### config.mk
export PLATFORM = sky130hd
export DESIGN_NAME = nextpc_sel
export DESIGN_NICKNAME = d
export VERILOG_FILES = /design/src/rtl/npc_pkg.sv /design/src/rtl/npc_incr.sv /design/src/rtl/npc_rel_tgt.sv /design/src/rtl/npc_call_tgt.sv /design/src/rtl/npc_out_mux.sv /design/src/rtl/nextpc_sel.sv
export SDC_FILE = /design/constraint.sdc
export NUM_CORES = 1
export LEC_CHECK = 0
export BUFFER_PORTS_ARGS = -buffer_cell sky130_fd_sc_hd__buf_2
export CAP_MARGIN = 20
export CORE_AREA = 4 4 98 72
export DETAILED_ROUTE_END_ITERATION = 8
export DIE_AREA = 0 0 102 76
export GPL_TIMING_DRIVEN = 1
export PLACE_DENSITY = 0.89
export SLEW_MARGIN = 0
export SYNTH_ARGS = -nofsm -noshare
export SYNTH_HDL_FRONTEND = slang
export SYNTH_SLANG_ARGS = --single-unit
### constraint.sdc
create_clock -name vclk -period 8
set_input_delay 1.6 -clock vclk [all_inputs]
set_output_delay 1.6 -clock vclk [all_outputs]
set_load 0.01 [all_outputs]
### src/rtl/npc_pkg.sv
package npc_pkg;

   // Selector encoding; values are fixed by the instruction decoder
   typedef enum logic [1:0] {
      NPC_SEQ  = 2'b00,
      NPC_BR   = 2'b01,
      NPC_CALL = 2'b10,
      NPC_IND  = 2'b11
   } npc_sel_t;

   // Adder organisation for the relative target
   localparam int BR_CHAINED  = 0;  // add offset onto the incremented PC
   localparam int BR_PARALLEL = 1;  // add (offset + step) onto the raw PC

endpackage

### src/rtl/npc_incr.sv
module npc_incr #(
   parameter int ADDR_W = 32,
   parameter int STEP   = 4
) (
   input  logic [ADDR_W-1:0] pc_in,
   output logic [ADDR_W-1:0] pc_step
);

   localparam logic [ADDR_W-1:0] STEP_V = ADDR_W'(STEP);

   if (STEP < 1) begin : g_bad_step
      $error("npc_incr: STEP must be positive");
   end

   always_comb begin
      pc_step = pc_in + STEP_V;
   end

endmodule

### src/rtl/npc_rel_tgt.sv
module npc_rel_tgt #(
   parameter int ADDR_W     = 32,
   parameter int OFF_W      = 16,
   parameter int ALIGN_BITS = 2,
   parameter int EXTRA      = 0
) (
   input  logic [ADDR_W-1:0] base,
   input  logic [OFF_W-1:0]  off,
   output logic [ADDR_W-1:0] target
);

   localparam int EXT_W = ADDR_W - OFF_W - ALIGN_BITS;
   localparam logic [ADDR_W-1:0] EXTRA_V = ADDR_W'(EXTRA);

   if (EXT_W < 0) begin : g_bad_widths
      $error("npc_rel_tgt: offset plus alignment exceeds address width");
   end

   logic [ADDR_W-1:0] disp;

   // sign-extend and scale to a byte displacement
   if (EXT_W == 0) begin : g_no_ext
      if (ALIGN_BITS == 0) begin : g_no_align
         assign disp = off;
      end else begin : g_align
         assign disp = {off, {ALIGN_BITS{1'b0}}};
      end
   end else begin : g_ext
      if (ALIGN_BITS == 0) begin : g_no_align
         assign disp = {{EXT_W{off[OFF_W-1]}}, off};
      end else begin : g_align
         assign disp = {{EXT_W{off[OFF_W-1]}}, off, {ALIGN_BITS{1'b0}}};
      end
   end

   // EXTRA folds the sequential step in when base is the raw PC
   logic [ADDR_W-1:0] bias;
   assign bias = disp + EXTRA_V;

   always_comb begin
      target = base + bias;
   end

endmodule

### src/rtl/npc_call_tgt.sv
module npc_call_tgt #(
   parameter int ADDR_W     = 32,
   parameter int IDX_W      = 26,
   parameter int ALIGN_BITS = 2
) (
   input  logic [ADDR_W-IDX_W-ALIGN_BITS-1:0] region,
   input  logic [IDX_W-1:0]                   idx,
   output logic [ADDR_W-1:0]                  target
);

   localparam int REGION_W = ADDR_W - IDX_W - ALIGN_BITS;

   if (REGION_W < 1) begin : g_bad_widths
      $error("npc_call_tgt: no region bits left above the index");
   end

   if (ALIGN_BITS == 0) begin : g_no_align
      assign target = {region, idx};
   end else begin : g_align
      assign target = {region, idx, {ALIGN_BITS{1'b0}}};
   end

endmodule

### src/rtl/npc_out_mux.sv
module npc_out_mux
   import npc_pkg::*;
#(
   parameter int ADDR_W = 32
) (
   input  npc_sel_t          sel,
   input  logic              take,
   input  logic [ADDR_W-1:0] seq_addr,
   input  logic [ADDR_W-1:0] rel_addr,
   input  logic [ADDR_W-1:0] call_addr,
   input  logic [ADDR_W-1:0] ind_addr,
   output logic [ADDR_W-1:0] chosen
);

   always_comb begin
      unique case (sel)
         NPC_SEQ:  chosen = seq_addr;
         NPC_BR:   chosen = take ? rel_addr : seq_addr;
         NPC_CALL: chosen = call_addr;
         NPC_IND:  chosen = ind_addr;
         default:  chosen = seq_addr;
      endcase
   end

endmodule

### src/rtl/nextpc_sel.sv
module nextpc_sel
   import npc_pkg::*;
#(
   parameter int ADDR_W   = 32,
   parameter int OFF_W    = 16,
   parameter int IDX_W    = 26,
   parameter int STEP     = 4,
   parameter int BR_STYLE = BR_CHAINED
) (
   input  logic [ADDR_W-1:0] cur_pc,
   input  logic [1:0]        sel,
   input  logic [OFF_W-1:0]  rel_off,
   input  logic [IDX_W-1:0]  abs_idx,
   input  logic [ADDR_W-1:0] reg_tgt,
   input  logic              take,
   output logic [ADDR_W-1:0] next_pc,
   output logic [ADDR_W-1:0] pc_inc
);

   localparam int ALIGN_BITS = $clog2(STEP);
   localparam int REGION_W   = ADDR_W - IDX_W - ALIGN_BITS;

   if ((1 << ALIGN_BITS) != STEP) begin : g_bad_step
      $error("nextpc_sel: STEP must be a power of two");
   end
   if (REGION_W < 1) begin : g_bad_idx
      $error("nextpc_sel: IDX_W leaves no region bits");
   end
   if (OFF_W + ALIGN_BITS > ADDR_W) begin : g_bad_off
      $error("nextpc_sel: OFF_W too wide for ADDR_W");
   end
   if (BR_STYLE != BR_CHAINED && BR_STYLE != BR_PARALLEL) begin : g_bad_style
      $error("nextpc_sel: unknown BR_STYLE");
   end

   logic [ADDR_W-1:0] seq_a;
   logic [ADDR_W-1:0] rel_a;
   logic [ADDR_W-1:0] call_a;

   npc_incr #(.ADDR_W(ADDR_W), .STEP(STEP)) u_incr (
      .pc_in   (cur_pc),
      .pc_step (seq_a)
   );

   if (BR_STYLE == BR_CHAINED) begin : g_rel_chained
      npc_rel_tgt #(
         .ADDR_W(ADDR_W), .OFF_W(OFF_W), .ALIGN_BITS(ALIGN_BITS), .EXTRA(0)
      ) u_rel (
         .base   (seq_a),
         .off    (rel_off),
         .target (rel_a)
      );
   end else begin : g_rel_parallel
      npc_rel_tgt #(
         .ADDR_W(ADDR_W), .OFF_W(OFF_W), .ALIGN_BITS(ALIGN_BITS), .EXTRA(STEP)
      ) u_rel (
         .base   (cur_pc),
         .off    (rel_off),
         .target (rel_a)
      );
   end

   npc_call_tgt #(
      .ADDR_W(ADDR_W), .IDX_W(IDX_W), .ALIGN_BITS(ALIGN_BITS)
   ) u_call (
      .region (seq_a[ADDR_W-1 -: REGION_W]),
      .idx    (abs_idx),
      .target (call_a)
   );

   npc_out_mux #(.ADDR_W(ADDR_W)) u_mux (
      .sel       (npc_sel_t'(sel)),
      .take      (take),
      .seq_addr  (seq_a),
      .rel_addr  (rel_a),
      .call_addr (call_a),
      .ind_addr  (reg_tgt),
      .chosen    (next_pc)
   );

   assign pc_inc = seq_a;

endmodule

==> flow_summary.toml <==
[detailed_routing]
post_drt_wl_per_cell_um = 16.8
vias_per_cell = 5.93
dr.pass1.iters = 4
vias = 3973
drt_iter0_drc = 248
wirelength_um = 11300
antenna_left = 0
drc_errors = 0

[floorplanning]
die_y_um = 76
start_util_pct = 49.6
dieArea_sq_um = 7750
ios = 173
dieWidth_um = 102
core_sq_um = 6130
rows = 24

[sta]
fin_setup_tns_ps = 0
max_slew_margin_pct = 38.5
finalSetupViolations = 0
tightestPinTransition_ps = 922
slew_viol_final = 0
fin_crit_sh_pct = 87.4
hold_viol = 0
fin_hold_ws_ps = 3420
fmax_ghz = 0.143
fin_crit_ps = 6990
grt_setup_unrepaired = "false"
timing.final.ws_setup_ps = 1010

[finish]
layout-drive-gt1-share_pct = 32.9
final_cell_mix = "buf_2 (173), a21oi_1 (48), nand2_1 (47)"
nClkBuffers = 0
area_growth_syn_to_layout_pct = 29.4
nets = 738
final_common_cell = "buf_2"
design.seq.count = 0
finalInstanceArea_sq_um = 3930
diodes = 0
multi_input_area_sq_um = 2900
regArea_sq_um = 0
n_fill_cell = 587
postLayoutCoreUtil_pct = 64.2

[min_path]
holdCritPathClass = "in2out"
hp-start = "cur_pc[0]"
min_to = "pc_inc[0]"
min_path_cells = 2

[power_and_ir_drop]
vdd_drop_max_mv = 0.0456
p_per_area_nw_per_um2 = 73.3
leakage_uw = 0.00202

[synthesis]
yosysWarningCount = 0
seq_area_frac_synth_pct = 0
synth.distinct_cells = 67
syn_area_sq_um = 3040
syn_avg_cell_area_sq_um = 6.97
synth_cells = 436
synthesis.nets = 580

[run]
drv_cap = 0

[worst_setup_path]
start_kind = "input pin"
cp_slowest_stage_delay_ps = 490
crit_type = "in2out"
cp_top_family = "compound AO/OA/AOI/OAI gates"
crit_path_max_fanout = 7
path_cells = "buf_2 -> ha_1 -> and4_1 -> nand3_1 -> nor3_2 -> xor2_1 -> ha_1 -> a21o_1 -> a21o_1 -> a21oi_1 -> nand3_1 -> a211oi_1 -> o2111ai_1 -> nand3_1 -> mux2i_1 -> a21oi_1 -> buf_2"
cpMostUsedCell = "nand3_1"
crit_buf_inv = 2
critical_path_required_ps = 6400
arrival_ps = 5390
crit_path_end_kind = "output port"
worst_path_max_delay_cell = "nor3_2"

[outcome]
status = "finished, final reports clean"

[placed_design]
dp_slack_ps = 1120
dpl.hpwl_um = 9300
placed_cell_area_sq_um = 3930
portBuffers = 173
gp_congestion = 0.945

[grt]
grt_antenna_before_repair = 0
grt_pass1_vias = 3718
grt_usage_pct = 27.2
grt_overflow = 0
grt_max_degree = 46
grt_pass1_wl_um = 17900

[clock_tree]
post_cts_buffers = 0
cts.hold.buffers_added = 0
ctsResizeCount = 0
[power by group]
group          total [uW]  switching [uW]  internal (uW)  leakage, uW
sequential              0               0              0            0
clock                   0               0              0            0
combinational         288             164            124      0.00202
total                 288             164            124      0.00202
[cell families after synthesis]
family / share of synthesized area, %
AOI/OAI and AO/OA: 35.8
xor gates and xnor gates: 13.5
adders and majority gates: 14.7
buffers and inverters: 4.53
muxes: 7.61
and+or+nand+nor: 23.9
[Yosys cell counts, types with 3 or more instances]
cell | instances | area, sq um
nand4_1 | 6 | 37.5
o21bai_1 | 4 | 30.0
nand3_1 | 19 | 95.1
nand2b_1 | 3 | 18.8
nor2b_1 | 8 | 50.1
a221o_1 | 3 | 30.0
buf_4 | 4 | 30.0
ha_1 | 34 | 425
xnor2_1 | 28 | 245
a21o_1 | 19 | 143
inv_1 | 11 | 41.3
a311oi_1 | 3 | 26.3
buf_1 | 3 | 11.3
a211oi_1 | 15 | 113
nor2_1 | 28 | 105
o21ai_0 | 7 | 35.0
and2_1 | 4 | 25.0
o21ai_1 | 11 | 55.1
a22oi_1 | 6 | 45.0
and3_1 | 16 | 100
a21oi_1 | 48 | 240
a31oi_1 | 3 | 18.8
xor2_1 | 19 | 166
clkbuf_1 | 11 | 41.3
o22ai_1 | 3 | 18.8
mux2i_1 | 22 | 220
nand2_1 | 47 | 176
[layer usage]
metal / GRT usage (%) / vias to the layer above / share of wire (%)
met2: 43.3 / 205 / 42
met4: 2.10 / 0 / 0.97
met5: 0 / - / 0
met3: 2.93 / 10 / 9.7
met1: 40.8 / 1807 / 47
li1: - / 1951 / -
[stage by stage]
step                      instances  total power, uW
after global routing            670              318
after global placement          670              279
after floorplan                 436              188
final                           670              288
after detailed placement        670              283
after CTS                       670              285
[worst max path at each step]
stage / start / endpoint / slack (ps) / cells past startpoint
final: cur_pc[2] / next_pc[31] / 1010 / 17
after global routing: cur_pc[2] / next_pc[31] / 660 / 17
after CTS: cur_pc[2] / next_pc[31] / 1080 / 17
after detailed placement: cur_pc[2] / next_pc[31] / 1120 / 17
after global placement: cur_pc[2] / next_pc[31] / 1230 / 16
after floorplan: cur_pc[2] / next_pc[29] / 1670 / 15
[cell type report]
cell class         instances  share of cell area (%)
multi-input cells        404                    73.8
repair buffers           176                    22.6
inverters                 12                    1.15
well taps                 78                    2.48
(Power assumes the default switching activity.)
